<file path="src/rtl/serial_cfg_port_pkg.sv">
package serial_cfg_port_pkg;

  localparam int WORD_W = 12;
  localparam int ADDR_W = 3;
  localparam int HDR_W  = ADDR_W + 1;

  typedef logic [WORD_W-1:0] word_t;
  typedef logic [ADDR_W-1:0] addr_t;

  typedef enum logic [1:0] {
    RX_IDLE,
    RX_HDR,
    RX_DATA,
    RX_SKIP
  } rx_state_e;

  // Serial fields arrive LSB first: each new bit enters at the top.
  function automatic word_t shift_in(word_t w, logic b);
    return {b, w[WORD_W-1:1]};
  endfunction

  function automatic addr_t next_addr(addr_t a);
    return a + addr_t'(1);
  endfunction

  function automatic word_t reset_value(int idx, int clamp_idx, int clamp_val);
    return (idx == clamp_idx) ? word_t'(clamp_val) : '0;
  endfunction

endpackage

</file>
<file path="src/rtl/serial_cfg_port_sync.sv">
module serial_cfg_port_sync #(
  parameter int          W       = 1,
  parameter logic [W-1:0] RST_VAL = '0
) (
  input  logic         clk,
  input  logic         rst_n,
  input  logic [W-1:0] d_i,
  output logic [W-1:0] q_o
);

  logic [W-1:0] meta_q;

  always_ff @(posedge clk or negedge rst_n) begin
    if (!rst_n) begin
      meta_q <= RST_VAL;
      q_o    <= RST_VAL;
    end else begin
      meta_q <= d_i;
      q_o    <= meta_q;
    end
  end

endmodule

</file>
<file path="src/rtl/serial_cfg_port_lockout.sv">
module serial_cfg_port_lockout #(
  parameter int LOCK_CYCLES = 125000
) (
  input  logic clk,
  input  logic rst_n,
  output logic locked_o
);

  localparam int CNT_W = $clog2(LOCK_CYCLES + 2);
  localparam logic [CNT_W-1:0] LIMIT = CNT_W'(LOCK_CYCLES);

  logic [CNT_W-1:0] cnt_q;

  always_ff @(posedge clk or negedge rst_n) begin
    if (!rst_n) begin
      cnt_q <= '0;
    end else if (cnt_q != LIMIT) begin
      cnt_q <= cnt_q + CNT_W'(1);
    end
  end

  assign locked_o = (cnt_q != LIMIT);

endmodule

</file>
<file path="src/rtl/serial_cfg_port_rx.sv">
module serial_cfg_port_rx
  import serial_cfg_port_pkg::*;
(
  input  logic  clk,
  input  logic  rst_n,
  input  logic  load_i,
  input  logic  sclk_i,
  input  logic  sdata_i,
  input  logic  locked_i,
  output logic  word_evt_o,
  output addr_t word_addr_o,
  output word_t word_data_o,
  output logic  commit_evt_o
);

  localparam int CNT_W = $clog2(WORD_W);
  localparam logic [CNT_W-1:0] HDR_LAST  = CNT_W'(HDR_W - 1);
  localparam logic [CNT_W-1:0] WORD_LAST = CNT_W'(WORD_W - 1);

  logic             load_d, sclk_d;
  logic             sclk_rise, load_fall, load_rise;
  rx_state_e        st_q;
  logic [CNT_W-1:0] bit_cnt_q;
  addr_t            ptr_q;
  word_t            shreg_q;

  assign sclk_rise = sclk_i & ~sclk_d;
  assign load_fall = ~load_i & load_d;
  assign load_rise = load_i & ~load_d;

  always_ff @(posedge clk or negedge rst_n) begin
    if (!rst_n) begin
      load_d       <= 1'b1;
      sclk_d       <= 1'b0;
      st_q         <= RX_IDLE;
      bit_cnt_q    <= '0;
      ptr_q        <= '0;
      shreg_q      <= '0;
      word_evt_o   <= 1'b0;
      word_addr_o  <= '0;
      word_data_o  <= '0;
      commit_evt_o <= 1'b0;
    end else begin
      load_d       <= load_i;
      sclk_d       <= sclk_i;
      word_evt_o   <= 1'b0;
      commit_evt_o <= load_rise;
      if (load_i) begin
        st_q      <= RX_IDLE;
        bit_cnt_q <= '0;
      end else if (load_fall) begin
        st_q      <= locked_i ? RX_SKIP : RX_HDR;
        bit_cnt_q <= '0;
      end else if (sclk_rise) begin
        case (st_q)
          RX_HDR: begin
            if (bit_cnt_q != HDR_LAST) begin
              ptr_q <= {sdata_i, ptr_q[ADDR_W-1:1]};
            end
            if (bit_cnt_q == HDR_LAST) begin
              st_q      <= RX_DATA;
              bit_cnt_q <= '0;
            end else begin
              bit_cnt_q <= bit_cnt_q + CNT_W'(1);
            end
          end
          RX_DATA: begin
            shreg_q <= shift_in(shreg_q, sdata_i);
            if (bit_cnt_q == WORD_LAST) begin
              word_evt_o  <= 1'b1;
              word_addr_o <= ptr_q;
              word_data_o <= shift_in(shreg_q, sdata_i);
              ptr_q       <= next_addr(ptr_q);
              bit_cnt_q   <= '0;
            end else begin
              bit_cnt_q <= bit_cnt_q + CNT_W'(1);
            end
          end
          default: ;
        endcase
      end
    end
  end

endmodule

</file>
<file path="src/rtl/serial_cfg_port_bank.sv">
module serial_cfg_port_bank
  import serial_cfg_port_pkg::*;
#(
  parameter int NUM_REGS  = 4,
  parameter int CLAMP_IDX = 2,
  parameter int CLAMP_VAL = 128
) (
  input  logic                       clk,
  input  logic                       rst_n,
  input  logic                       word_evt_i,
  input  addr_t                      word_addr_i,
  input  word_t                      word_data_i,
  input  logic                       commit_i,
  output logic [NUM_REGS*WORD_W-1:0] regs_o
);

  logic [NUM_REGS-1:0][WORD_W-1:0] nxt;
  logic                            sw_reset;

  // Committing a set bit 0 into register 0 restores every default.
  assign sw_reset = nxt[0][0];

  for (genvar i = 0; i < NUM_REGS; i++) begin : g_reg
    word_t live_q, shadow_q;
    logic  pend_q;

    always_ff @(posedge clk or negedge rst_n) begin
      if (!rst_n) begin
        shadow_q <= '0;
        pend_q   <= 1'b0;
      end else if (commit_i) begin
        pend_q <= 1'b0;
      end else if (word_evt_i && word_addr_i == ADDR_W'(i)) begin
        shadow_q <= word_data_i;
        pend_q   <= 1'b1;
      end
    end

    assign nxt[i] = pend_q ? shadow_q : live_q;

    always_ff @(posedge clk or negedge rst_n) begin
      if (!rst_n) begin
        live_q <= reset_value(i, CLAMP_IDX, CLAMP_VAL);
      end else if (commit_i) begin
        live_q <= sw_reset ? reset_value(i, CLAMP_IDX, CLAMP_VAL) : nxt[i];
      end
    end

    assign regs_o[i*WORD_W +: WORD_W] = live_q;
  end

endmodule

</file>
<file path="src/rtl/serial_cfg_port.sv">
module serial_cfg_port
  import serial_cfg_port_pkg::*;
#(
  parameter int NUM_REGS    = 4,
  parameter int CLAMP_IDX   = 2,
  parameter int CLAMP_VAL   = 128,
  parameter int LOCK_CYCLES = 125000
) (
  input  logic                       clk,
  input  logic                       rst_n,
  input  logic                       load_i,
  input  logic                       sclk_i,
  input  logic                       sdata_i,
  output logic [NUM_REGS*WORD_W-1:0] cfg_o
);

  logic [2:0] pins_s;
  logic       load_s, sclk_s, sdata_s;
  logic       locked;
  logic       word_evt;
  addr_t      word_addr;
  word_t      word_data;
  logic       commit_evt;

  serial_cfg_port_sync #(
    .W       (3),
    .RST_VAL (3'b100)
  ) u_sync (
    .clk   (clk),
    .rst_n (rst_n),
    .d_i   ({load_i, sclk_i, sdata_i}),
    .q_o   (pins_s)
  );

  assign load_s  = pins_s[2];
  assign sclk_s  = pins_s[1];
  assign sdata_s = pins_s[0];

  serial_cfg_port_lockout #(
    .LOCK_CYCLES (LOCK_CYCLES)
  ) u_lock (
    .clk      (clk),
    .rst_n    (rst_n),
    .locked_o (locked)
  );

  serial_cfg_port_rx u_rx (
    .clk          (clk),
    .rst_n        (rst_n),
    .load_i       (load_s),
    .sclk_i       (sclk_s),
    .sdata_i      (sdata_s),
    .locked_i     (locked),
    .word_evt_o   (word_evt),
    .word_addr_o  (word_addr),
    .word_data_o  (word_data),
    .commit_evt_o (commit_evt)
  );

  serial_cfg_port_bank #(
    .NUM_REGS  (NUM_REGS),
    .CLAMP_IDX (CLAMP_IDX),
    .CLAMP_VAL (CLAMP_VAL)
  ) u_bank (
    .clk         (clk),
    .rst_n       (rst_n),
    .word_evt_i  (word_evt),
    .word_addr_i (word_addr),
    .word_data_i (word_data),
    .commit_i    (commit_evt),
    .regs_o      (cfg_o)
  );

endmodule

</file>
<file path="config.mk">
export PLATFORM = sky130hd
export DESIGN_NAME = serial_cfg_port
export DESIGN_NICKNAME = d
export VERILOG_FILES = /design/src/rtl/serial_cfg_port_pkg.sv /design/src/rtl/serial_cfg_port_sync.sv /design/src/rtl/serial_cfg_port_lockout.sv /design/src/rtl/serial_cfg_port_rx.sv /design/src/rtl/serial_cfg_port_bank.sv /design/src/rtl/serial_cfg_port.sv
export SDC_FILE = /design/constraint.sdc
export NUM_CORES = 1
export LEC_CHECK = 0
export CAP_MARGIN = 20
export CORE_ASPECT_RATIO = 0.75
export CORE_MARGIN = 10
export CORE_UTILIZATION = 55
export CTS_CLUSTER_DIAMETER = 100
export DETAILED_ROUTE_END_ITERATION = 7
export PLACE_DENSITY = 0.88
export SETUP_SLACK_MARGIN = 0.1
export SYNTH_ARGS = -nofsm -noshare
export SYNTH_HDL_FRONTEND = slang
export SYNTH_HIERARCHICAL = 1
export SYNTH_SLANG_ARGS = --single-unit
export TNS_END_PERCENT = 5
</file>
<file path="constraint.sdc">
create_clock -name clk -period 2.8 [get_ports clk]
set_input_delay 0.42 -clock clk [delete_from_list [all_inputs] [get_ports clk]]
set_output_delay 0.42 -clock clk [all_outputs]
set_load 0.02 [all_outputs]
</file>
==> metrics.txt, run 1 <==
Post-DP HPWL=9.34 mm; crit path kind=reg -> reg; Slew @ Worst Pin=0.844 ns; Routed WL=~14 mm; std cell rows=34; Post-CTS Setup Bufs=0; drc violations=0; crit path capture type=flip-flop; Initial Utilization=0.570; Max FO, Critical Path=16; Final Hold Fails=0; Layout Nets=591; Post-Syn Area=6720 µm²; core area=roughly 12000 µm²; final count of negative-setup-slack endpoints=0; setup TNS=0 ns; Pre-antenna DRT Iters=5; worst path cell trace=inv_1, ha_1, nand3_2, or2_1, mux2_4; Final WS setup=0.387 ns; CTS buffer count=17; vias per cell=5.66; RSZ-0062 raised after global routing=no; CTS max path bufs=2; initial antenna violation count=0; n_diodes=0; worst slack at placement=roughly 0.44 ns; Die Area=17100 µm²; post-route cell area=7930 µm²; Post-DP Area=around 7300 µm²; Placed Cells=722; Seq/Total Area, Yosys=0.600; CTS Sinks=161; width of the die=around 150 µm; Met3 Wirelength=931 µm; pin count of the biggest net entering global routing=61; worst-case reg-to-reg path depth=5; DR top layer=met4; met2 WL=6.62 mm; fin crit share=0.862; Slew headroom=0.437; first-pass GRT wire length=22.6 mm; gpl congestion=0.779; slowest CP cell=or2_1; fraction of layout cells with a size suffix above 1=0.201; worst skew pair latency=between 0.4 and 0.5 ns; Pleak=about 3.7 nW; Hold Path Stages=0; Distinct cells, synth=58; synthesized net count=between 500 and 600; worst vdd ir=438 µV; cell count after synthesis=528; vias in the first global route=4273; maxcap violations=0; area delta synth->final=18.0%; fin crit period=2.41 ns; CP startpoint kind=flip-flop; Routed met1 length=6.01 mm; Post-synth EDFFs=0; Hold Path Class=reg -> reg; routed length per placed instance=18.2 µm; final antenna-violating net count=0; DR iter-0 viols=335; CTS tree=built; clock skew=0.0125 ns; status=finished, final reports clean; post-synthesis async set-or-reset flop share=1.00; fin cells=754; final-report max-slew violation count=0; #FFs+latches synth=between 150 and 200; Mean Syn Cell Area=approximately 13 µm²; Ports=53; pwr/cell area=598 nW/µm²; CTS HTree Levels=4; Total GRT Usage=0.165; Synth Flop Type=dfrtp_1; crit path DAT=2.70 ns; global route total overflow=0; CP required=between 3 and 4 ns; CTS root buffer=clkbuf_16; fmax=414 MHz; CTS clk-pin slew, worst paths=0.06 ns; Die H=116 µm; max incr delay on CP=between 0.6 and 0.7 ns; input/output buffers=51; vias=about 4300; synth warn=6
[per-stage QoR]
step	power [mW]	utilization	hold slack, ns
floorplan	2.47	-	0.124
global placement	2.54	0.623	0.331
detailed placement	2.55	0.623	0.335
CTS	4.79	0.673	0.348
global route	4.91	0.673	0.351
finish	4.74	0.673	0.347
[kinds of logic (layout without fill, tap and decap cells)]
kind of cell               count (synthesis)  count (layout)  share of synthesized area
DFF                                      161             161                      0.600
and+or+nand+nor                          123             123                      0.112
muxes                                     81              81                      0.150
buffers and inverters                     73             137                     0.0490
AOI/OAI and AO/OA                         67              67                     0.0559
xor gates and xnor gates                  16              16                     0.0209
adders and majority gates                  6               6                     0.0112
other                                      1               1                   0.000558
[repair_timing]
action,4_1_cts,5_1_grt
hold endpoints to repair,57,0
hold buffers,1,0
gates resized for setup,0,0
endpoints found under the setup margin,0,0
[routing by layer]
| metal | vias to the layer above | GRT usage |
|---|---|---|
| met5 | - | 0 |
| met4 | 0 | 0.0448 |
| met3 | 15 | 0.0549 |
| met2 | 142 | 0.263 |
| met1 | 2176 | 0.215 |
| li1 | 1934 | - |
[synthesized netlist by cell type, drive strengths merged (2+ instances only)]
cell	count	area share
nand3	7	0.0078
nor2	12	0.0071
inv	48	0.027
dfrtp	157	0.58
mux2	76	0.14
nor3	3	0.0039
nand2b	11	0.010
nand2	26	0.015
a21oi	5	0.0037
o21ai	49	0.036
nand3b	2	0.0022
nor2b	3	0.0039
nand4b	3	0.0039
clkbuf	11	0.0061
o21a	2	0.0022
xnor2	11	0.014
nor4	3	0.0028
mux2i	5	0.0074
buf	14	0.016
dfstp	4	0.016
ha	6	0.011
nor4b	2	0.0045
or2	2	0.0019
a21o	2	0.0022
nand4	39	0.036
and2b	2	0.0026
xor2	5	0.0065
[cell usage in the layout, fill, tap and decap left out, types with 3 or more instances in the layout]
| master | n |
|---|---|
| a21oi_1 | 5 |
| buf_4 | 5 |
| clkbuf_16 | 17 |
| clkdlybuf4s50_1 | 50 |
| clkinvlp_4 | 7 |
| dfrtp_1 | 157 |
| dfstp_2 | 4 |
| ha_1 | 6 |
| inv_1 | 48 |
| mux2_1 | 10 |
| mux2_2 | 39 |
| mux2_4 | 27 |
| mux2i_1 | 5 |
| nand2_1 | 26 |
| nand2b_1 | 11 |
| nand3_1 | 5 |
| nand4_1 | 39 |
| nand4b_1 | 3 |
| nor2_1 | 11 |
| nor4_1 | 3 |
| o21ai_0 | 49 |
| xnor2_1 | 11 |
| xor2_1 | 5 |
[worst paths after layout]
| check | start | endpoint | slack (ns) |
|---|---|---|---|
| worst min register to register | u_sync/meta_q[1] | u_sync/q_o[1] | 0.35 |
| worst max register to register | u_rx/st_q[0] | u_rx/word_data_o[1] | 0.39 |
| worst min-delay path | u_sync/meta_q[1] | u_sync/q_o[1] | 0.35 |
| min in group asynchronous | rst_n | u_bank/g_reg[2].live_q[6] | 0.53 |
| max in group asynchronous | rst_n | u_sync/meta_q[2] | 1.44 |
| worst max-delay path | u_rx/st_q[0] | u_rx/word_data_o[1] | 0.39 |
[area by class of cell]
cell class	instances	area (µm²)
Sequential cell	161	4030
Fill cell	803	3850
Multi-Input combinational cell	294	2360
Timing Repair Buffer	58	579
Clock buffer	18	439
Tap cell	162	203
Inverter	48	180
Clock inverter	13	140
[sequential cells by signal, indices dropped and copies added (netlist names), 2 cells and up]
name / flops
u_bank/g.live_q: 47
u_bank/g.pend_q: 4
u_bank/g.shadow_q: 48
u_lock/cnt_q: 17
u_rx/bit_cnt_q: 4
u_rx/ptr_q: 3
u_rx/shreg_q: 11
u_rx/st_q: 2
u_rx/word_addr_o: 3
u_rx/word_data_o: 12
u_sync/meta_q: 3
u_sync/q_o: 3
[critical path, delay by kind of cell, from the launching register on]
kind                       cells  cell delay, ns
muxes                          1            0.42
adders and majority gates      1            0.41
and+or+nand+nor                2            0.99
buffers and inverters          1            0.06
DFF                            1            0.40
[power by group]
part | total (mW) | leakage [nW] | switching [mW] | internal, mW
combinational | 0.130 | 1.24 | 0.0862 | 0.0440
clock | 2.23 | 0.262 | 0.899 | 1.33
sequential | 2.39 | 2.20 | 0.0314 | 2.35
Note: power is estimated with default switching activity, not from simulation.
==> inputs of run 2 (changes only) <==
CORE_MARGIN = unset   (was 10)
CTS_CLUSTER_DIAMETER = 40   (was 100)
PLACE_DENSITY = 0.76   (was 0.88)
==> metrics.txt, run 2 (synthesis results as in run 1) <==
RSZ-0062 raised after global routing=no; vias per cell=5.50 (-2.8%); Final Hold Fails=0 (unchanged); worst vdd ir=500 µV (+14%); cts repair resizes=0 (unchanged); fin crit period=2.35 ns (-0.0624 ns); setup TNS=0 ns (unchanged); worst skew pair latency=0.41 ns (about the same); Hold Path Class=reg -> reg; Initial Utilization=0.572 (+0.00207); Die H=97.7 µm (-16%); routed length per placed instance=17.5 µm (-3.6%); Pleak=3.72 nW (+0.72%); CP required=3.10 ns (about the same); Slew @ Worst Pin=0.792 ns (-0.0526 ns); pwr/cell area=623 nW/µm² (+4.1%); first-pass GRT wire length=22.5 mm (-0.55%); CTS tree=built; core area=11700 µm² (-0.36%); DR iter-0 viols=234 (-30%); crit path DAT=2.65 ns (-0.05 ns); Layout Nets=590 (-0.17%); biggest regs=u_bank/g.shadow_q (48), u_bank/g.live_q (47), u_lock/cnt_q (17); Ports=53 (unchanged); final antenna-violating net count=0 (unchanged); Tot Pwr=4.97 mW (+4.7%); Total GRT Usage=0.234 (+0.0684); CTS HTree Levels=4 (unchanged); Pre-antenna DRT Iters=4 (-1); initial antenna violation count=0 (unchanged); # fillers=838 (+4.4%); final count of negative-setup-slack endpoints=0 (unchanged); std cell rows=34 (unchanged); crit path kind=reg -> reg; Slew headroom=0.472 (+0.0351); maxcap violations=0 (unchanged); Routed WL=13.2 mm (-3.6%); global route total overflow=0 (unchanged); Die Area=12700 µm² (-26%); CTS Sinks=161 (unchanged); fmax=425 MHz (+2.7%); final-report max-slew violation count=0 (unchanged); area delta synth->final=18.7%; clock skew=0.00769 ns (-0.00483 ns); fin cells=754 (unchanged); vias=4146 (-2.8%); CP startpoint kind=flip-flop; Max FO, Critical Path=16 (unchanged); n_diodes=0 (unchanged); commonest non-fill, non-tap cell in the layout=dfrtp_1; commonest non-fill, non-tap cells in the layout=157 x dfrtp_1, 50 x clkdlybuf4s50_1, 49 x o21ai_0; fin crit share=0.839 (-0.0223); status=finished, final reports clean; drc violations=0 (unchanged); width of the die=130 µm (-12%); Placed Cells=721 (-0.14%); Post-CTS Setup Bufs=0 (unchanged); pin count of the biggest net entering global routing=63 (+3.3%); vias in the first global route=4322 (+1.1%); CTS clk-pin slew, worst paths=0.06 ns (about the same); cts hold-fix bufs=1 (unchanged); max FFs per register=48 (unchanged); gpl congestion=0.803 (+3.1%); CTS root buffer=clkbuf_16; fraction of layout cells with a size suffix above 1=0.201 (unchanged); r2r setup slk=0.45 ns (+0.06 ns); CTS max path bufs=2 (unchanged); crit path capture type=flip-flop; Most flops, register=u_bank/g.shadow_q; Post-DP HPWL=8.65 mm (-7.5%); CTS buffer count=17 (unchanged); input/output buffers=51 (unchanged)
-- run 2: path summary, 6_finish.rpt --
| kind | start | endpoint | cells after the start |
|---|---|---|---|
| setup / recovery | u_rx/st_q[0] | u_rx/word_data_o[3] | 5 |
| hold / removal | u_sync/meta_q[2] | u_sync/q_o[2] | 0 |
| setup reg to reg | u_rx/st_q[0] | u_rx/word_data_o[3] | 5 |
| hold reg to reg | u_sync/meta_q[2] | u_sync/q_o[2] | 0 |
| max in group asynchronous | rst_n | u_rx/load_d | 3 |
| min in group asynchronous | rst_n | u_bank/g_reg[2].shadow_q[9] | 2 |
-- run 2: per-stage QoR --
| stage | hold WS, ns | util | setup slack, ns | area, µm² |
|---|---|---|---|---|
| after floorplan | 0.124 | - | 1.10 | 6720 |
| after detailed placement | 0.345 | 0.625 | 0.477 | 7330 |
| after global routing | 0.365 | 0.679 | 0.235 | 7980 |
| final | 0.360 | 0.679 | 0.450 | 7980 |
| after global placement | 0.332 | 0.625 | 0.567 | 7330 |
| after CTS | 0.360 | 0.679 | 0.445 | 7980 |
-- run 2: worst max-delay path, stage by stage, from the launching register on --
cell     delay, ns
dfrtp_1       0.39
inv_1         0.06
ha_1          0.41
nand3_2       0.34
or2_1         0.61
mux2_4        0.41
-- run 2: area by class of cell --
cell class	count	area (µm²)	share of cell area
Sequential cell	161	4030	0.506
Multi-Input combinational cell	294	2360	0.295
Timing Repair Buffer	57	572	0.0717
Clock buffer	17	425	0.0533
Clock inverter	15	206	0.0259
Tap cell	162	203	0.0254
Inverter	48	180	0.0226
-- run 2: power by group --
| part | internal (mW) | total, mW | switching, mW |
|---|---|---|---|
| clock network | 1.50 | 2.45 | 0.951 |
| logic | 0.0430 | 0.128 | 0.0849 |
| registers | 2.35 | 2.38 | 0.0309 |
-- run 2: layer usage --
metal / GRT usage / share of wire
met5: 0 / 0
met4: 0.0787 / 0.012
met1: 0.336 / 0.47
met2: 0.358 / 0.48
met3: 0.0457 / 0.040
